<file path="src/rtl/kpx_pkg.sv">
package kpx_pkg;

    typedef struct packed {
        logic gen;
        logic prop;
    } pg_t;

    function automatic pg_t pg_merge(input pg_t hi, input pg_t lo);
        pg_t r;
        r.gen  = hi.gen | (hi.prop & lo.gen);
        r.prop = hi.prop & lo.prop;
        return r;
    endfunction

    function automatic pg_t pg_bit(input logic x, input logic y);
        pg_t r;
        r.gen  = x & y;
        r.prop = x ^ y;
        return r;
    endfunction

endpackage

</file>
<file path="src/rtl/kpx_group_pg.sv">
module kpx_group_pg
    import kpx_pkg::*;
#(
    parameter int GRP = 4
) (
    input  logic [GRP-1:0] a,
    input  logic [GRP-1:0] b,
    input  logic           seed,
    output pg_t            grp
);
    always_comb begin
        pg_t acc;
        acc.gen  = seed;
        acc.prop = 1'b1;
        for (int i = 0; i < GRP; i++) begin
            acc = pg_merge(pg_bit(a[i], b[i]), acc);
        end
        grp = acc;
    end
endmodule

</file>
<file path="src/rtl/kpx_prefix.sv">
module kpx_prefix
    import kpx_pkg::*;
#(
    parameter int N = 7
) (
    input  pg_t          leaf [N],
    output logic [N-1:0] carry
);
    localparam int LVL = (N > 1) ? $clog2(N) : 0;

    pg_t node [LVL+1][N];

    always_comb begin
        for (int i = 0; i < N; i++) begin
            node[0][i] = leaf[i];
        end
        for (int l = 0; l < LVL; l++) begin
            for (int i = 0; i < N; i++) begin
                if (i >= (1 << l)) begin
                    node[l+1][i] = pg_merge(node[l][i], node[l][i - (1 << l)]);
                end else begin
                    node[l+1][i] = node[l][i];
                end
            end
        end
        for (int i = 0; i < N; i++) begin
            carry[i] = node[LVL][i].gen;
        end
    end
endmodule

</file>
<file path="src/rtl/kpx_ripple.sv">
module kpx_ripple
    import kpx_pkg::*;
#(
    parameter int GRP = 4
) (
    input  logic [GRP-1:0] a,
    input  logic [GRP-1:0] b,
    input  logic           ci,
    output logic [GRP-1:0] s,
    output logic           co
);
    always_comb begin
        logic c;
        pg_t  t;
        c = ci;
        for (int i = 0; i < GRP; i++) begin
            t    = pg_bit(a[i], b[i]);
            s[i] = t.prop ^ c;
            c    = t.gen | (t.prop & c);
        end
        co = c;
    end
endmodule

</file>
<file path="src/rtl/kpx_segment.sv">
module kpx_segment #(
    parameter int GRP  = 4,
    parameter bit CSEL = 1'b0
) (
    input  logic [GRP-1:0] a,
    input  logic [GRP-1:0] b,
    input  logic           ci,
    output logic [GRP-1:0] s,
    output logic           co
);
    generate
        if (CSEL) begin : g_select
            logic [GRP-1:0] s_lo, s_hi;
            logic           co_lo, co_hi;
            kpx_ripple #(.GRP(GRP)) u_c0 (
                .a(a), .b(b), .ci(1'b0), .s(s_lo), .co(co_lo)
            );
            kpx_ripple #(.GRP(GRP)) u_c1 (
                .a(a), .b(b), .ci(1'b1), .s(s_hi), .co(co_hi)
            );
            assign s  = ci ? s_hi  : s_lo;
            assign co = ci ? co_hi : co_lo;
        end else begin : g_ripple
            kpx_ripple #(.GRP(GRP)) u_rc (
                .a(a), .b(b), .ci(ci), .s(s), .co(co)
            );
        end
    endgenerate
endmodule

</file>
<file path="src/rtl/kpx_sparse_adder.sv">
module kpx_sparse_adder
    import kpx_pkg::*;
#(
    parameter int WIDTH = 32,
    parameter int GRP   = 4,
    parameter bit CSEL  = 1'b0
) (
    input  logic [WIDTH-1:0] opa,
    input  logic [WIDTH-1:0] opb,
    input  logic             cin,
    output logic [WIDTH-1:0] sum,
    output logic             cout,
    output logic             ovf
);
    localparam int NG = WIDTH / GRP;
    localparam int NP = NG - 1;

    pg_t               grp_pg [NP];
    logic [NP-1:0]     pfx_c;
    logic [NG-1:0]     grp_cin;
    logic [NG-1:0]     seg_co;

    genvar k;
    generate
        for (k = 0; k < NP; k++) begin : g_pg
            kpx_group_pg #(.GRP(GRP)) u_gpg (
                .a   (opa[k*GRP +: GRP]),
                .b   (opb[k*GRP +: GRP]),
                .seed((k == 0) ? cin : 1'b0),
                .grp (grp_pg[k])
            );
        end
    endgenerate

    kpx_prefix #(.N(NP)) u_pfx (
        .leaf (grp_pg),
        .carry(pfx_c)
    );

    assign grp_cin = {pfx_c, cin};

    generate
        for (k = 0; k < NG; k++) begin : g_seg
            kpx_segment #(.GRP(GRP), .CSEL(CSEL)) u_seg (
                .a (opa[k*GRP +: GRP]),
                .b (opb[k*GRP +: GRP]),
                .ci(grp_cin[k]),
                .s (sum[k*GRP +: GRP]),
                .co(seg_co[k])
            );
        end
    endgenerate

    assign cout = seg_co[NG-1];
    assign ovf  = (opa[WIDTH-1] == opb[WIDTH-1]) && (sum[WIDTH-1] != opa[WIDTH-1]);
endmodule

</file>
<file path="config.mk">
export PLATFORM = sky130hd
export DESIGN_NAME = kpx_sparse_adder
export DESIGN_NICKNAME = d
export VERILOG_FILES = /design/src/rtl/kpx_pkg.sv /design/src/rtl/kpx_group_pg.sv /design/src/rtl/kpx_prefix.sv /design/src/rtl/kpx_ripple.sv /design/src/rtl/kpx_segment.sv /design/src/rtl/kpx_sparse_adder.sv
export SDC_FILE = /design/constraint.sdc
export NUM_CORES = 1
export LEC_CHECK = 0
export BUFFER_PORTS_ARGS = -buffer_cell sky130_fd_sc_hd__clkbuf_2
export CORE_AREA = 5 5 76 78
export DETAILED_ROUTE_END_ITERATION = 7
export DIE_AREA = 0 0 81 83
export PLACE_DENSITY_LB_ADDON = 0.3
export SLEW_MARGIN = 20
export SYNTH_ARGS = -nofsm -noshare
export SYNTH_HDL_FRONTEND = slang
export SYNTH_SLANG_ARGS = --single-unit
export TNS_END_PERCENT = 5
</file>
<file path="constraint.sdc">
create_clock -name vclk -period 6.6
set_input_delay 0.99 -clock vclk [all_inputs]
set_output_delay 0.99 -clock vclk [all_outputs]
set_load 0.1 [all_outputs]
</file>
---- Word level (Yosys, flattened, before mapping) ----
Index checks and enable logic that the tools add are counted.
cells by class
  reductions and logical operators ........ 1
  equal/unequal tests ..................... 2
  bitwise logic cells ..................... 238
operators with widths
  cell                   count
  bitwise AND 1 bit      116
  XOR 1 bit              64
  bitwise OR 1 bit       58
  == test 1 bit          1
  logical AND 1 bit      1
  inequality test 1 bit  1
storage, ports and cells
  output and inout bits ................... 34
  register bits ........................... 0
  input bits .............................. 65
  word-level logic and storage cells ...... 241

---- Depth between registers and ports, before layout ----
Gate-level depths: netlist of run 1.
  word-level depth ........................ 22
  gate-level depth with buffers ........... 18
  mapped depth without buffers ............ 18

---- Hierarchy ----
From an unflattened synthesis of run 1, not the netlist that was laid out.
unflattened totals
  cell total of the unflattened synthesis .. 190
  area total of the unflattened synthesis .. 1,701.6 sq um
modules (own cells, without submodules)
  module                             cells an instance  area an instance (sq um)  seq. area each (sq um)  instances
  kpx_ripple                         14                 117.6                     0.0                     8
  kpx_group_pg at g_pg[0].u_gpg ...  9                  93.8                      0.0                     5
  kpx_group_pg at g_pg[5].u_gpg ...  9                  92.6                      0.0                     2
  kpx_prefix                         11                 80.1                      0.0                     1
  kpx_sparse_adder                   4                  26.3                      0.0                     1

---- Least setup slack after synthesis of run 1 ----
Ideal clock, no wire load.
  kind .................................... input to output
  start point ............................. input opa[0]
  end point ............................... output ovf
  arrival ................................. 6.234 ns
  setup slack ............................. -0.624 ns
  buffers on the path ..................... 0
  data required time ...................... 5.610 ns
  stages .................................. 18
  cells stage by stage .................... inv_1 -> fa_1 -> inv_1 -> fa_1 -> fa_1 -> fa_1 -> a41o_1 -> a211oi_2 -> o221ai_2 -> o21ai_2 -> a31oi_1 -> fa_1 -> fa_1 -> fa_1 -> inv_1 -> fa_1 -> xor2_1 -> nor2_1
on the way
  longest elaborated chain between the ends .. 22
  elaborated cells between the ends (all ways) .. 23
  those cells by class .................... 1 x eq/ne; 21 x bitwise; 1 x reduce/logical
ends and longest elaborated chain
  what                       line                    text
  from (decl)                kpx_sparse_adder.sv:8   input logic [WIDTH-1:0] opa,
  XOR 1 bit                  kpx_pkg.sv:18           r.prop = x ^ y;
  bitwise AND 1 bit          kpx_pkg.sv:10           r.gen = hi.gen | (hi.prop & lo.gen);
  bitwise OR 1 bit (*)       kpx_pkg.sv:10
  bitwise AND 1 bit (*)      kpx_pkg.sv:10
  bitwise OR 1 bit (*)       kpx_pkg.sv:10
  bitwise AND 1 bit (*)      kpx_pkg.sv:10
  bitwise OR 1 bit (*)       kpx_pkg.sv:10
  bitwise AND 1 bit (*)      n/a
  (+6 left out)              n/a
  bitwise OR 1 bit (*)       kpx_ripple.sv:19        c = t.gen | (t.prop & c);
  bitwise AND 1 bit (*)      kpx_ripple.sv:19
  bitwise OR 1 bit (*)       kpx_ripple.sv:19
  bitwise AND 1 bit (*)      kpx_ripple.sv:19
  bitwise OR 1 bit (*)       kpx_ripple.sv:19
  XOR 1 bit (*)              kpx_ripple.sv:18        s[i] = t.prop ^ c;
  inequality test 1 bit (*)  kpx_sparse_adder.sv:55  assign ovf = (opa[WIDTH-1] == opb[WIDTH-1]) && (sum[WIDTH-1] != opa[WIDTH-1]);
  logical AND 1 bit (*)      kpx_sparse_adder.sv:55
  to (decl)                  kpx_sparse_adder.sv:13  output logic ovf
Every way passes the cells marked *; elsewhere a longest branch is shown, timed or not.

---- Worst setup path after layout of run 1 ----
Ends and elaborated chain as after synthesis.

==> flow_summary.toml, run 1 <==
[route]
vias = 1191
routed.top_layer = "met3"
drtAntennaViolNets = 0
viasPerCell = 4.16
met2_length_mm = 1.48
wl_met1_mm = 1.12
drt_iter0_drc = 7
wire_per_inst_um = 11.3
first_pass_iters = 2
dr_wl_met3_um = 645
wl_mm = 3.24
drc = 0

[yosys]
synthCells = 114
ys_seq_area_share_pct = 0
avgSynthCellArea_um2 = 10.5
syn-num-nets = 230
synth_area_um2 = 1200
ys_types = 22
yosysWarnings = 0

[sta]
maxSlewViolCount = 0
rsz0062_at_grt = "false"
hold_ws_ns = 2.44
min_period_ns = 6.41
worst_slack_ns = 0.186
setup_viol = 0
slew_headroom_pct = 63.1
timing.fmax_mhz = 156
fin_crit_sh_pct = 97.2
hold_viol = 0
worstMarginPinSlew_ns = 0.556

[global_routing]
grt_pass1_wl_mm = 5.28
grt_max_degree = 5
antenna_found_initial = 0
overflow = 0
grt.total_usage_pct = 9.19
first_global_vias = 1285

[pwr]
total_power_uw = 517
vdd_ir_drop_max_mv = 0.129
p_per_area_nw_per_um2 = 272
leakagePower_nw = 1.04

[critical_path]
crit_fanout = 3
critical_path.cell_chain = "clkbuf_2 > inv_1 > fa_1 > inv_1 > fa_1 > fa_2 > fa_2 > a41o_1 > a211oi_2 > o221ai_2 > o21ai_2 > a31oi_1 > fa_2 > fa_1 > fa_1 > inv_1 > fa_1 > xor2_1 > nor2_4 > buf_12"
critPathTopFamily = "adder cells"
path_class = "primary input to primary output"
crit_arrival_ns = 5.42
worst_ep_required_time_ns = 5.61
path_buf_inv = 5
cp-end-kind = "primary output"
cpMostUsedCell = "fa_1"
critPathSlowestCell = "fa_1"
setup.worst_path.start_class = "primary input"
critPathMaxStageDelay_ns = 0.45

[placement]
place_congestion = 0.741
io_buffers = 99
dp_hpwl_mm = 3.25
place_worst_setup_slack_ns = 0.0379
placed_area_um2 = 1880

[die]
num_io_pins = 99
core_um2 = 5010
die-area_um2 = 6720
die_x_um = 81
die_h_um = 83
initial_core_util_pct = 24.0
rows = 26

[layout]
diodes = 0
layout_commonest_cell = "clkbuf_2"
seq_area_um2 = 0
nClkBuffers = 0
final_cell_mix = "92 x clkbuf_2, 25 x ha_1, 23 x fa_1"
design_area_um2 = 1900
fin_nets = 334
layout-drive-gt1-share_pct = 50.9
area_growth_pct = 58.3
flops_and_latches = 0

[cts]
cts_hold_buf = 0

[min_path]
hold_path_class = "primary input to primary output"

[status]
status = "completed"

[run]
maxCapViolations = 0
==> metrics by stage <==
stage	util, %	cells	setup TNS, ns
final	38.0	286	0
after global routing	38.0	286	0
after CTS	37.5	284	0
after detailed placement	37.5	284	0
after global placement	37.5	284	0
after floorplan	-	114	-0.378
==> worst paths after layout <==
| check | start | end | slack [ns] | cells past startpoint |
|---|---|---|---|---|
| setup / recovery | opa[0] | ovf | 0.19 | 20 |
| hold / removal | opb[31] | ovf | 2.44 | 4 |
==> Yosys cell counts (all sizes together) <==
cell	n	share of area, %
a211oi	1	1.0
a21o	3	2.0
a21oi	12	5.0
a31oi	1	0.52
a41o	1	0.83
a41oi	1	0.73
and4	1	0.73
fa	26	43
ha	25	26
inv	16	5.0
nand2	4	1.2
nand2b	1	0.52
nand4	3	1.6
nor2	3	0.94
nor2b	1	0.52
o21a	2	1.2
o21ai	5	2.4
o221ai	1	1.2
xor2	7	5.1
==> where the power goes <==
group / total [mW] / switching, mW / leakage (nW) / internal [mW]
Combinational: 0.517 / 0.409 / 1.04 / 0.108
Clock: 0 / 0 / 0 / 0
Sequential: 0 / 0 / 0 / 0
==> per-layer routing <==
layer | up-vias | track usage [%]
met5 | - | 0
met4 | 0 | 0
met3 | 0 | 4.98
met2 | 70 | 16.7
met1 | 519 | 9.84
li1 | 602 | -
==> timing repair <==
item / 4_1_cts / 5_1_grt
setup buffers: 0 / 2
endpoints found under the setup margin: 0 / 1
resized for setup: 0 / 3
==> kinds of logic after synthesis <==
logic type | after synthesis | synth area share [%]
adder cells (fa/ha/maj) | 51 | 69.4
AO/OA/AOI/OAI | 27 | 15.0
buffers and inverters | 16 | 5.00
AND/OR/NAND/NOR | 13 | 5.52
XOR/XNOR | 7 | 5.10
==> area by class of cell <==
type,instances,area [um2]
multi-input combinational,98,1160
fill,544,3110
timing repair buffer,102,598
inverter,16,60.1
tap,70,87.6
Power figures use the tool's default switching activity.
==> run 2, diff against run 1 <==
CORE_AREA = 5 5 59 100   (was 5 5 76 78)
DIE_AREA = 0 0 64 105   (was 0 0 81 83)
==> flow_summary.toml, run 2 (synthesized netlist as in run 1, its figures left out) <==
[status]
status = "completed"

[route]
drc = 0
wl_met1_mm = 1.12
wl_mm = 3.53
vias = 1261
wire_per_inst_um = 13.0
met2_length_mm = 1.80
drt_iter0_drc = 13
dr_wl_met3_um = 549
routed.top_layer = "met4"
drtAntennaViolNets = 0
viasPerCell = 4.65
first_pass_iters = 2

[placement]
io_buffers = 99
dp_hpwl_mm = 3.50
place_worst_setup_slack_ns = 0.0185
place_congestion = 0.779

[die]
core_um2 = 4980
die_x_um = 64
initial_core_util_pct = 24.1
rows = 34
die_h_um = 105
num_io_pins = 99
die-area_um2 = 6720

[min_path]
hold_path_class = "primary input to primary output"
hold_depth = 4

[global_routing]
grt_pass1_wl_mm = 6.03
antenna_found_initial = 0
overflow = 0
grt.total_usage_pct = 10.5
first_global_vias = 1452
grt_max_degree = 5

[sta]
fin_crit_sh_pct = 96.3
rsz0062_at_grt = "false"
maxSlewViolCount = 0
worstMarginPinSlew_ns = 0.555
setup_viol = 0
worst_slack_ns = 0.247
hold_viol = 0
min_period_ns = 6.35
timing.fmax_mhz = 157
fin_setup_tns_ns = 0
slew_headroom_pct = 63.2

[layout]
fin_nets = 335
layout_commonest_cell = "clkbuf_2"
diodes = 0
fin_util_pct = 37.6
seq_area_um2 = 0
area_growth_pct = 55.9
nClkBuffers = 0
flops_and_latches = 0
layout-drive-gt1-share_pct = 54.4
final_cell_mix = "93 x clkbuf_2, 25 x ha_1, 19 x fa_1"

[critical_path]
cp-end-kind = "primary output"
crit_fanout = 3
worst_ep_required_time_ns = 5.61
setup.worst_path.start_class = "primary input"
crit_arrival_ns = 5.36
path_class = "primary input to primary output"

[pwr]
total_power_uw = 508
leakagePower_nw = 1.03
p_per_area_nw_per_um2 = 271
vdd_ir_drop_max_mv = 0.194

[run]
maxCapViolations = 0

[cts]
cts_hold_buf = 0
## run 2: cell types whose count changed in the layout (fill, tap and decap cells not counted), moves of 3 or more
cell,previous run,this run
buf_12,5,2
buf_4,5,8
fa_2,3,7
fa_1,23,19
## run 2: through the flow
stage	cell area, um2	instances	hold slack [ns]
2_1_floorplan	1210	114	2.25
3_3_place_gp	1820	268	2.44
3_5_place_dp	1820	268	2.44
4_1_cts	1820	268	2.44
5_1_grt	1870	271	2.46
6_report	1870	271	2.44
## run 2: layout make-up
class              count  area (um2)
multi-input cells     98        1180
inverters             16        60.1
repair buffers       103         566
well taps             54        67.6
fillers              524        3100
## run 2: timing repair
action                                  CTS  global route
endpoints found under the setup margin    0             2
gates resized for setup                   0            10
setup buffers                             0             3
## run 2: worst paths after layout
kind / start / end / slack (ns)
max: opa[0] / ovf / 0.25
min: opb[31] / ovf / 2.44
## run 2: power breakdown
| group | internal [mW] | switching, mW |
|---|---|---|
| clock network | 0 | 0 |
| registers | 0 | 0 |
| logic | 0.0981 | 0.410 |
| total | 0.0981 | 0.410 |
## run 2: worst max-delay path, stage by stage
cell and delay [ns]:
clkbuf_2 0.08, inv_1 0.07, fa_1 0.17, inv_1 0.05, fa_2 0.34, fa_2 0.37, fa_2 0.37, a41o_1 0.24
a211oi_2 0.17, o221ai_2 0.15, o21ai_2 0.21, a31oi_2 0.13, fa_2 0.37, fa_2 0.35, fa_2 0.34, inv_2 0.07
fa_2 0.46, xor2_2 0.17, nor2_4 0.10, buf_12 0.18
## run 2: layer usage
metal	vias up	GRT usage, %
met2	88	20.3
met4	0	1.04
li1	602	-
met3	6	3.97
met5	-	0
met1	565	10.7
==> run 3, diff against run 2 <==
RECOVER_POWER = 25   (was unset)
==> flow_summary.toml, run 3 (synthesized netlist as in run 1, its figures left out) <==
[status]
status = "completed"

[route]
vias = 1261
drc = 0
viasPerCell = 4.65
wire_per_inst_um = 13.1
drt_iter0_drc = 14
wl_mm = 3.55
drtAntennaViolNets = 0
first_pass_iters = 2

[layout]
seq_area_um2 = 0
layout_commonest_cell = "clkbuf_2"
flops_and_latches = 0
nClkBuffers = 0
fin_nets = 335
diodes = 0
fin_cells = 271
final_cell_mix = "85 x clkbuf_2, 25 x ha_1, 19 x fa_1"
fin_util_pct = 37.4
area_growth_pct = 55.1
layout-drive-gt1-share_pct = 50.7

[critical_path]
path_class = "primary input to primary output"
critical_path.endpoint = "ovf"
crit_arrival_ns = 5.36
setup.worst_path.start_class = "primary input"
crit_fanout = 3
cp-end-kind = "primary output"
startpoint = "opa[0]"
worst_ep_required_time_ns = 5.61

[placement]
io_buffers = 99
place_congestion = 0.779
dp_hpwl_mm = 3.50
place_worst_setup_slack_ns = 0.0185
place.detailed.instances = 268

[sta]
fin_setup_tns_ns = 0
rsz0062_at_grt = "false"
timing.fmax_mhz = 157
min_period_ns = 6.35
fin_crit_sh_pct = 96.3
hold_viol = 0
worstMarginPinSlew_ns = 1.19
worst_slack_ns = 0.247
slew_headroom_pct = 21.0
maxSlewViolCount = 0
setup_viol = 0

[die]
die_x_um = 64
initial_core_util_pct = 24.1
core_um2 = 4980
die_h_um = 105
die-area_um2 = 6720
rows = 34
num_io_pins = 99

[global_routing]
grt_max_degree = 5
grt.total_usage_pct = 10.5
overflow = 0
grt_pass1_wl_mm = 6.03
first_global_vias = 1452
antenna_found_initial = 0

[pwr]
vdd_ir_drop_max_mv = 0.194
leakagePower_nw = 1.01
total_power_uw = 506
p_per_area_nw_per_um2 = 272

[run]
maxCapViolations = 0

[cts]
cts_hold_buf = 0

[min_path]
hold_path_class = "primary input to primary output"
hp-start = "opb[31]"
run 3: cell type report:
class / count / area, um2
Inverter: 16 / 60.1
Tap cell: 54 / 67.6
Timing Repair Buffer: 103 / 556
Multi-Input combinational cell: 98 / 1180
Fill cell: 532 / 3110
run 3: power by group:
part | leakage, nW | switching (mW) | internal [mW]
Sequential | 0 | 0 | 0
Clock | 0 | 0 | 0
Combinational | 1.01 | 0.410 | 0.0957
Total | 1.01 | 0.410 | 0.0957
run 3: repair_timing:
| action | CTS | global route |
|---|---|---|
| resized for setup | 0 | 10 |
| buffers inserted | 0 | 3 |
| hold endpoints to repair | 0 | 0 |
| endpoints found under the setup margin | 0 | 2 |
run 3: worst min path at each step:
stage / to / cells after the start
after floorplan: ovf / 2
after global placement: ovf / 4
after detailed placement: ovf / 4
after CTS: ovf / 4
after global routing: ovf / 4
final: ovf / 4
run 3: per-stage QoR:
stage / hold slack (ns) / area, um2
6_report: 2.44 / 1860
5_1_grt: 2.46 / 1860
4_1_cts: 2.44 / 1820
3_5_place_dp: 2.44 / 1820
3_3_place_gp: 2.44 / 1820
2_1_floorplan: 2.25 / 1210
run 3: metal layers:
| layer | GRT usage (%) | vias to the layer above | part of all wire, % |
|---|---|---|---|
| met5 | 0 | - | 0 |
| met4 | 1.04 | 0 | 1.7 |
| met3 | 3.97 | 6 | 16 |
| met2 | 20.3 | 88 | 51 |
| met1 | 10.7 | 565 | 32 |
| li1 | - | 602 | - |
run 3: worst max-delay path, stage by stage:
cell	delay, ns
clkbuf_2	0.08
inv_1	0.07
fa_1	0.17
inv_1	0.05
fa_2	0.34
fa_2	0.37
fa_2	0.37
a41o_1	0.24
a211oi_2	0.17
o221ai_2	0.15
o21ai_2	0.21
a31oi_2	0.13
fa_2	0.37
fa_2	0.35
fa_2	0.34
inv_2	0.07
fa_2	0.46
xor2_2	0.17
nor2_4	0.10
buf_12	0.18
